`src/rtl/sfc_pkg.sv`:
```
package sfc_pkg;

  localparam int RATE_W = 9;

  typedef struct packed {
    logic restart;
    logic clearCount;
    logic acceptByte;
    logic reloadLoop;
  } strobe_t;

  function automatic logic [RATE_W-1:0] rateLookup(input logic [3:0] code);
    logic [RATE_W-1:0] p;
    case (code)
      4'd0:  p = 9'd428;
      4'd1:  p = 9'd380;
      4'd2:  p = 9'd340;
      4'd3:  p = 9'd320;
      4'd4:  p = 9'd286;
      4'd5:  p = 9'd254;
      4'd6:  p = 9'd226;
      4'd7:  p = 9'd214;
      4'd8:  p = 9'd190;
      4'd9:  p = 9'd160;
      4'd10: p = 9'd142;
      4'd11: p = 9'd128;
      4'd12: p = 9'd106;
      4'd13: p = 9'd84;
      4'd14: p = 9'd72;
      default: p = 9'd54;
    endcase
    return p;
  endfunction

endpackage

```
`src/rtl/sfc_control.sv`:
```
module sfc_control
  import sfc_pkg::*;
#(
  parameter int DATA_W = 8
) (
  input  logic              clk,
  input  logic              rstN,
  input  logic              regWrEn,
  input  logic [1:0]        regSel,
  input  logic              statusWrEn,
  input  logic [DATA_W-1:0] wrData,
  input  logic              fetchAck,
  input  logic              bufTake,
  input  logic              countZero,
  input  logic              lastByte,
  output strobe_t           strb,
  output logic              fetchReq,
  output logic              bufEmpty,
  output logic              irqFlag,
  output logic              irq
);

  localparam int IRQ_BIT  = 7;
  localparam int LOOP_BIT = 6;
  localparam int RUN_BIT  = 4;

  logic irqEn;
  logic loopEn;
  logic reqPend;
  logic bufFull;
  logic ctrlWr;

  assign ctrlWr = regWrEn && (regSel == 2'd0);

  always_comb begin
    strb.acceptByte = fetchAck && reqPend;
    strb.reloadLoop = strb.acceptByte && lastByte && loopEn;
    strb.clearCount = statusWrEn && !wrData[RUN_BIT];
    strb.restart    = statusWrEn && wrData[RUN_BIT] && countZero;
  end

  always_ff @(posedge clk or negedge rstN) begin
    if (!rstN) begin
      irqEn  <= 1'b0;
      loopEn <= 1'b0;
    end else if (ctrlWr) begin
      irqEn  <= wrData[IRQ_BIT];
      loopEn <= wrData[LOOP_BIT];
    end
  end

  always_ff @(posedge clk or negedge rstN) begin
    if (!rstN) begin
      reqPend <= 1'b0;
    end else if (strb.acceptByte) begin
      reqPend <= 1'b0;
    end else if (!reqPend && !bufFull && !countZero) begin
      reqPend <= 1'b1;
    end
  end

  always_ff @(posedge clk or negedge rstN) begin
    if (!rstN) begin
      bufFull <= 1'b0;
    end else if (strb.acceptByte) begin
      bufFull <= 1'b1;
    end else if (bufTake) begin
      bufFull <= 1'b0;
    end
  end

  always_ff @(posedge clk or negedge rstN) begin
    if (!rstN) begin
      irqFlag <= 1'b0;
    end else if (strb.acceptByte && lastByte && !loopEn && irqEn) begin
      irqFlag <= 1'b1;
    end else if (statusWrEn || (ctrlWr && !wrData[IRQ_BIT])) begin
      irqFlag <= 1'b0;
    end
  end

  assign fetchReq = reqPend;
  assign bufEmpty = !bufFull;
  assign irq      = irqFlag && irqEn;

  // a raised request is held until the arbiter answers
  p_req_hold_r11: assert property (@(posedge clk) disable iff (!rstN)
    fetchReq && !fetchAck |=> fetchReq);

  // never request while a byte waits in the buffer
  p_req_empty_r11: assert property (@(posedge clk) disable iff (!rstN)
    fetchReq |-> bufEmpty);

  // the flag only rises on an accepted byte
  p_irq_src_r6: assert property (@(posedge clk) disable iff (!rstN)
    $rose(irqFlag) |-> $past(fetchAck));

  // clearing the enable drops the flag
  p_irq_off_r7: assert property (@(posedge clk) disable iff (!rstN)
    ctrlWr && !wrData[IRQ_BIT] |=> !irqFlag);

endmodule

```
`src/rtl/sfc_datapath.sv`:
```
module sfc_datapath
  import sfc_pkg::*;
#(
  parameter int ADDR_W     = 16,
  parameter int DATA_W     = 8,
  parameter int AREG_W     = 8,
  parameter int LREG_W     = 8,
  parameter int ADDR_SHIFT = 6,
  parameter int LEN_SHIFT  = 4
) (
  input  logic              clk,
  input  logic              rstN,
  input  logic              regWrEn,
  input  logic [1:0]        regSel,
  input  logic [DATA_W-1:0] wrData,
  input  logic [DATA_W-1:0] fetchData,
  input  strobe_t           strb,
  output logic [ADDR_W-1:0] fetchAddr,
  output logic [DATA_W-1:0] bufData,
  output logic              countZero,
  output logic              lastByte,
  output logic [RATE_W-1:0] ratePeriod,
  output logic              levelWr,
  output logic [DATA_W-2:0] levelVal
);

  localparam int CNT_W = LREG_W + LEN_SHIFT;
  localparam logic [ADDR_W-1:0] START_BASE = {2'b11, {(ADDR_W-2){1'b0}}};
  localparam logic [ADDR_W-1:0] WRAP_BASE  = {1'b1, {(ADDR_W-1){1'b0}}};
  localparam logic [ADDR_W-1:0] ADDR_TOP   = {ADDR_W{1'b1}};

  logic [3:0]        rateCode;
  logic [AREG_W-1:0] addrReg;
  logic [LREG_W-1:0] lenReg;
  logic [ADDR_W-1:0] curAddr;
  logic [CNT_W-1:0]  remain;
  logic [ADDR_W-1:0] startAddr;
  logic [CNT_W-1:0]  startLen;
  logic [ADDR_W-1:0] nextAddr;

  always_ff @(posedge clk or negedge rstN) begin
    if (!rstN) begin
      rateCode <= '0;
      addrReg  <= '0;
      lenReg   <= '0;
      levelWr  <= 1'b0;
      levelVal <= '0;
    end else begin
      levelWr <= regWrEn && (regSel == 2'd1);
      if (regWrEn) begin
        case (regSel)
          2'd0: rateCode <= wrData[3:0];
          2'd1: levelVal <= wrData[DATA_W-2:0];
          2'd2: addrReg  <= wrData[AREG_W-1:0];
          default: lenReg <= wrData[LREG_W-1:0];
        endcase
      end
    end
  end

  always_comb begin
    startAddr = START_BASE | (ADDR_W'(addrReg) << ADDR_SHIFT);
    startLen  = (CNT_W'(lenReg) << LEN_SHIFT) + CNT_W'(1);
    nextAddr  = (curAddr == ADDR_TOP) ? WRAP_BASE : curAddr + ADDR_W'(1);
  end

  always_ff @(posedge clk or negedge rstN) begin
    if (!rstN) begin
      curAddr <= START_BASE;
    end else if (strb.restart) begin
      curAddr <= startAddr;
    end else if (strb.acceptByte) begin
      curAddr <= (strb.reloadLoop && !strb.clearCount) ? startAddr : nextAddr;
    end
  end

  always_ff @(posedge clk or negedge rstN) begin
    if (!rstN) begin
      remain <= '0;
    end else if (strb.clearCount) begin
      remain <= '0;
    end else if (strb.restart) begin
      remain <= startLen;
    end else if (strb.acceptByte) begin
      if (strb.reloadLoop) begin
        remain <= startLen;
      end else if (remain != '0) begin
        remain <= remain - CNT_W'(1);
      end
    end
  end

  always_ff @(posedge clk or negedge rstN) begin
    if (!rstN) begin
      bufData <= '0;
    end else if (strb.acceptByte) begin
      bufData <= fetchData;
    end
  end

  assign fetchAddr  = curAddr;
  assign countZero  = (remain == '0);
  assign lastByte   = (remain == CNT_W'(1));
  assign ratePeriod = rateLookup(rateCode);

  // stepping past the top lands at the bottom of the upper half
  p_addr_wrap_r4: assert property (@(posedge clk) disable iff (!rstN)
    strb.acceptByte && !strb.reloadLoop && !strb.restart && curAddr == ADDR_TOP
    |=> curAddr == WRAP_BASE);

  // a stop write leaves nothing to fetch
  p_stop_count_r8: assert property (@(posedge clk) disable iff (!rstN)
    strb.clearCount |=> countZero);

  // a restart is only taken from an empty count
  p_restart_idle_r9: assert property (@(posedge clk) disable iff (!rstN)
    strb.restart |-> countZero);

  // the count never moves while no byte arrives and no write occurs
  p_count_stable_r3: assert property (@(posedge clk) disable iff (!rstN)
    !strb.acceptByte && !strb.restart && !strb.clearCount |=> $stable(remain));

endmodule

```
`src/rtl/sample_fetch_ctl.sv`:
```
module sample_fetch_ctl
  import sfc_pkg::*;
#(
  parameter int ADDR_W     = 16,
  parameter int DATA_W     = 8,
  parameter int AREG_W     = 8,
  parameter int LREG_W     = 8,
  parameter int ADDR_SHIFT = 6,
  parameter int LEN_SHIFT  = 4
) (
  input  logic              clk,
  input  logic              rstN,
  input  logic              regWrEn,
  input  logic [1:0]        regSel,
  input  logic              statusWrEn,
  input  logic [DATA_W-1:0] wrData,
  output logic [DATA_W-1:0] statusRdData,
  output logic              fetchReq,
  output logic [ADDR_W-1:0] fetchAddr,
  input  logic              fetchAck,
  input  logic [DATA_W-1:0] fetchData,
  output logic              bufEmpty,
  input  logic              bufTake,
  output logic [DATA_W-1:0] bufData,
  output logic [RATE_W-1:0] ratePeriod,
  output logic              levelWr,
  output logic [DATA_W-2:0] levelVal,
  output logic              irq
);

  strobe_t strb;
  logic    countZero;
  logic    lastByte;
  logic    irqFlag;

  sfc_control #(.DATA_W(DATA_W)) u_ctl (
    .clk        (clk),
    .rstN       (rstN),
    .regWrEn    (regWrEn),
    .regSel     (regSel),
    .statusWrEn (statusWrEn),
    .wrData     (wrData),
    .fetchAck   (fetchAck),
    .bufTake    (bufTake),
    .countZero  (countZero),
    .lastByte   (lastByte),
    .strb       (strb),
    .fetchReq   (fetchReq),
    .bufEmpty   (bufEmpty),
    .irqFlag    (irqFlag),
    .irq        (irq)
  );

  sfc_datapath #(
    .ADDR_W     (ADDR_W),
    .DATA_W     (DATA_W),
    .AREG_W     (AREG_W),
    .LREG_W     (LREG_W),
    .ADDR_SHIFT (ADDR_SHIFT),
    .LEN_SHIFT  (LEN_SHIFT)
  ) u_dp (
    .clk        (clk),
    .rstN       (rstN),
    .regWrEn    (regWrEn),
    .regSel     (regSel),
    .wrData     (wrData),
    .fetchData  (fetchData),
    .strb       (strb),
    .fetchAddr  (fetchAddr),
    .bufData    (bufData),
    .countZero  (countZero),
    .lastByte   (lastByte),
    .ratePeriod (ratePeriod),
    .levelWr    (levelWr),
    .levelVal   (levelVal)
  );

  always_comb begin
    statusRdData    = '0;
    statusRdData[7] = irqFlag;
    statusRdData[4] = !countZero;
  end

endmodule

```
`config.mk`:
```
export PLATFORM = sky130hd
export DESIGN_NAME = sample_fetch_ctl
export DESIGN_NICKNAME = d
export VERILOG_FILES = /design/src/rtl/sfc_pkg.sv /design/src/rtl/sfc_control.sv /design/src/rtl/sfc_datapath.sv /design/src/rtl/sample_fetch_ctl.sv
export SDC_FILE = /design/constraint.sdc
export NUM_CORES = 1
export LEC_CHECK = 0
export ABC_AREA = 1
export BUFFER_PORTS_ARGS = -buffer_cell sky130_fd_sc_hd__buf_4
export CORE_UTILIZATION = 55
export DETAILED_ROUTE_END_ITERATION = 12
export PLACE_DENSITY = 0.84
export SETUP_SLACK_MARGIN = 0.4
export SLEW_MARGIN = 20
export SYNTH_ARGS = -nofsm -noshare
export SYNTH_HDL_FRONTEND = slang
export SYNTH_HIERARCHICAL = 1
export SYNTH_SLANG_ARGS = --single-unit
```
`constraint.sdc`:
```
create_clock -name clk -period 2.9 [get_ports clk]
set_clock_uncertainty 0.15 [all_clocks]
set_input_delay 0 -clock clk [delete_from_list [all_inputs] [get_ports clk]]
set_output_delay 0 -clock clk [all_outputs]
set_load 0.02 [all_outputs]
```
# --- Word-level counts from Yosys, hierarchy flattened ---
# Memories as Yosys holds them, arrays and structs flattened.
# Index checks and enable logic that the tools add are counted.
op_classes:
  n_addsub: 3
  n_eq_ne: 4
  n_mux: 15
  n_bitwise: 1
  reduce_logical: 38
op_table:
  columns: ["op", "n"]
  rows:
  - ["$mux W16", 4]
  - ["$mux W12", 5]
  - ["$add A16 B1 Y16 const B", 1]
  - ["$eq A16 B16 Y1 const B", 1]
  - ["$logic_and A1 B1 Y1", 15]
  - ["$add A12 B1 Y12 const B", 1]
  - ["$eq A12 B1 Y1 const B", 1]
  - ["$logic_not A12 Y1", 1]
  - ["$reduce_bool A12 Y1", 1]
  - ["$sub A12 B1 Y12 const B", 1]
  - ["$reduce_and A2 Y1", 5]
  - ["$reduce_bool A2 Y1", 4]
  - ["$logic_not A1 Y1", 7]
  - ["$mux W1", 6]
  - ["$reduce_bool A4 Y1", 1]
  - ["$reduce_bool A3 Y1", 1]
  - ["$reduce_or A3 Y1", 1]
  - ["$eq A2 B1 Y1 const B", 1]
  - ["$eq A2 B2 Y1 const B", 1]
  - ["$logic_not A2 Y1", 1]
  - ["$logic_or A1 B1 Y1", 1]
  - ["$not A1 Y1", 1]
totals:
  register_bits: 69
  mem_bits_ro: 128
  in_bits: 24
  output_inout_bits: 52
  word_cells: 75
  n_memories: 1
memory_table:
  columns: ["memory", "words", "word_bits", "rd", "rd_ports_with_merged_regs", "wr", "line_no", "source"]
  rows:
  - ["(no name shown)", 16, 8, 1, 0, 0, "sfc_pkg.sv:14", "case (code)"]

# --- Depth between registers and ports, before layout ---
logic_depth:
  word_depth: 7
  mapped_depth: 16
  ltp_nobuf: 16

# --- Cells and area by module ---
# The synthesis kept the hierarchy.
by_module_without_submodules:
  columns: ["module", "n_inst", "cells_each", "area_per_inst_um2", "seq_area_each_um2"]
  rows:
  - ["sfc_datapath", 1, 466, 3493.4, 1604.0]
  - ["sfc_control", 1, 36, 275.3, 125.1]
  - ["sample_fetch_ctl", 1, 9, 60.1, 0.0]

# --- Worst setup path before layout ---
# Ideal clock, no wire load.
synth_timing:
  path_type: "reg2reg"
  from: "reg u_dp.remain[0]"
  to: "reg u_dp.remain[8]"
  setup_time_ns: 0.127
  arrival_time_ns: 1.954
  required_time_ns: 2.623
  setup_slack_ns: 0.669
  path_stages_with_launch: 14
  n_path_buf: 1
  period_less_slack_ns: 2.231
  path_cell_list: "dfrtp_1 > inv_1 > ha_1 > nand2_1 > nor2_2 > nand2_1 > inv_1 > inv_1 > nor2_1 > nor2_4 > buf_2 > or2_0 > nand4_1 > o21ai_0"
synth_rtl:
  columns: ["item", "line_no", "source"]
  rows:
  - ["start, declared", "sfc_datapath.sv:36", "logic [CNT_W-1:0] remain;"]
  - ["start signal, assigned", "sfc_datapath.sv:83", "remain <= startLen;"]
  - ["start signal, assigned", "sfc_datapath.sv:86", "remain <= startLen;"]
  - ["start signal, assigned", "sfc_datapath.sv:88", "remain <= remain - CNT_W'(1);"]

==> impl_results.md <==
- Status: finished, final reports clean
- Relative slew margins: 0.420
- Setup crit end kind: flop
- Post-Syn Instances: 511
- First-pass GRT wire length: 16.7 mm
- Die W: 85.4 µm
- Reg power frac: 0.337
- Share of the synthesized area in the top cell type: 0.438
- Syn Area/Cell: 7.49 µm²
- Clock Pin Slew Worst Setup and Hold Paths: 80 ps
- NetSw: 0.00207 W
- DRT iter0 DRCs: 306
- Post-DP HPWL: 6.62 mm
- Mapped cell area: 3830 µm²
- Synth top area cells: dfrtp_1 (44%), nand2_1 (14%), nor2_1 (5.8%)
- Crit path max fanout: 8
- DRC errors left: 0
- Vias per Instance: 5.55
- Top FF cell, synth: dfrtp_1
- Die Height: 85.4 µm
- Final ANT Viol Nets: 0
- Unique cell type count in the Yosys netlist: 38
- CP arrival: 2540 ps
- Fraction of layout cells with a size suffix above 1: 0.211
- Number of synthesized flops with an enable pin: 0
- RD Place Congestion: 0.894
- First-pass iteration count of the detailed router: 5
- RSZ-0062 raised after global routing: yes
- Asr flop ratio synth: 1.00
- Final setup viols: 0
- Routed WL: 10.6 mm
- DIE AREA: 7300 µm²
- Pwr/cell area: 915 nW/µm²
- Cell internal pwr: 0.00256 W
- Hold Path Class: in2reg
- Most common cell after layout, fill and taps aside: nand2_1
- Crit Path Class: reg2reg
- Clock Power Share: 0.181
- GRT overflow: 0
- Largest net degree at the start of global routing: 70
- TNS Setup: 0 ps
- FP Rows: 30
- Leading cell types in the layout, fill and taps excluded: nand2_1 (145), buf_4 (78), dfrtp_1 (66)
- Clk buf depth: 2
- Worst slew pin tran: 870 ps
- Clock Latency Late Sink: 360 ps
- Vias: 3945
- Switching share of power: 0.447
- Layout net count: 658
- Final Cell Area: 5060 µm²
- CTS Buf Count: 9
- I/O Buffers: 68
- Sink Count: 69
- Required @ worst endpoint: 3030 ps
- Placed Area: 4370 µm²
- Root buffer cell: clkbuf_8
- Initial Util: 0.567
- ANT cells: 0
- Tcrit/Tclk final: 0.830
- Worst VDD drop: 567 µV
- Yosys reg bits: 69
- Lkg Pwr: 2.62 nW
- Seq/Total Area, Yosys: 0.452
- GR Util All Layers: 0.296
- Worst setup SP type: flop
- Std-Cell Core Area: 6760 µm²
- Setup WS post-layout: 492 ps
- CTS H-tree depth: 3
- Max Cap Viol: 0
- Final-report hold violation count: 0
- Fmax: 415 MHz
- Io pins: 76
- Fin. max-slew vios: 0
- Vias in the first global route: 3649
- Initial antenna violation count: 0
- Post-DR wirelength/cell: 14.9 µm
- Synthesis-to-finish area growth: 32.1%
- Final min period: 2410 ps
- CTS tree: done
- Logic pwr share: 0.482
- Area leader, netlist: dfrtp_1
- Syn. warnings: 6
- Setup WS pre-CTS: 258 ps
## power by group through the flow
stage	combinational [W]	sequential, W	clock [W]
after floorplan	0.00117	0.00170	0
after global placement	0.00196	0.00154	0
after detailed placement	0.00200	0.00155	0
after CTS	0.00208	0.00154	0.000844
after global routing	0.00245	0.00160	0.000879
final	0.00223	0.00156	0.000837
## critical path, cell delays in order (launching register included)
cell	delay [ps]
dfrtp_1	390
inv_2	100
ha_1	150
nand2_1	60
nor2_2	150
nand2_1	70
inv_1	80
inv_1	60
nor2_1	90
buf_4	150
inv_2	100
nand2_8	120
inv_2	90
nand2_1	110
nand2_4	110
inv_4	120
nand3b_1	110
o21ai_1	110
## kinds of logic (layout without fill, tap and decap cells)
logic type      Yosys count  after routing  share of synthesized area
flops                    69             69                      0.452
simple gates            271            272                      0.308
compound gates           75             75                      0.107
other cells               2              7                    0.00196
fa+ha+maj                 8              8                     0.0261
xor+xnor                  7              7                     0.0160
buf+inv                  79            193                     0.0889
## registers in the layout, summed over array words and instances, names as in the netlist
name / flops
u_dp/fetchAddr: 16
u_ctl/loopEn: 1
u_dp/levelWr: 1
u_ctl/fetchReq: 1
u_ctl/irqEn: 1
u_dp/bufData: 8
u_dp/remain: 12
u_dp/addrReg: 8
u_ctl/irqFlag: 1
u_ctl/bufFull: 1
u_dp/rateCode: 4
u_dp/levelVal: 7
u_dp/lenReg: 8
## final cells by class
type / instances / area (µm²)
Tap cell: 80 / 100
Sequential cell: 69 / 1730
Timing Repair Buffer: 114 / 946
Clock inverter: 5 / 58.8
Multi-Input combinational cell: 369 / 1820
Clock buffer: 11 / 151
Inverter: 63 / 245
Fill cell: 495 / 1700
## per-stage QoR
stage                     utilization  total power [W]  hold WS (ps)  cells
final                           0.748          0.00463          2.77    711
after global routing            0.748          0.00493          56.0    711
after CTS                       0.735          0.00447          1.32    702
after detailed placement        0.647          0.00355          16.5    649
after global placement          0.647          0.00350          15.5    649
after floorplan                     -          0.00287          -446    516
## Yosys cell counts, types with 2 or more instances
cell type and instances:
dfstp_2 2, inv_1 54, nand2_2 3, nor2_2 2
a32oi_1 2, inv_2 5, nand3_1 34, inv_4 3
o21ai_1 5, nand2_1 146, buf_2 4, nand2_4 2
nor2_1 59, o22ai_1 2, xnor2_1 2, nor2_4 4
nand4_1 10, nor3_1 3, ha_1 8, buf_4 8
nand3_2 2, o21ai_0 43, conb_1 2, a21oi_1 17
dfrtp_1 67, xor2_1 5, or2_2 3, clkbuf_1 4
## what timing repair did
item / in CTS / in global routing
gates resized for setup: 3 / 9
setup endpoints to repair: 12 / 24
hold buffers: 36 / 0
hold endpoints to repair: 107 / 0
pin swaps: 1 / 2
cloned: 0 / 1
buffers inserted: 1 / 8
## worst paths after layout
path	endpoint	slack, ps	start	cells after the start
min	u_dp/rateCode[1]$_DFFE_PN0P_	3	regSel[1]	4
max reg2reg	u_dp/remain[1]$_DFFE_PN0P_	490	u_dp/remain[1]$_DFFE_PN0P_	17
max	u_dp/remain[1]$_DFFE_PN0P_	490	u_dp/remain[1]$_DFFE_PN0P_	17
min in group asynchronous	u_dp/fetchAddr[4]$_DFFE_PN0P_	150	rstN	2
min reg2reg	u_dp/bufData[5]$_DFFE_PN0P_	330	u_dp/bufData[5]$_DFFE_PN0P_	2
max in group asynchronous	u_dp/remain[7]$_DFFE_PN0P_	1830	rstN	2
## per-layer routing
metal / wire length (µm) / global-route usage
met5: 0 / 0
met4: 354 / 0.145
met2: 5130 / 0.493
met3: 798 / 0.0447
met1: 4300 / 0.378
(Power assumes the default switching activity.)
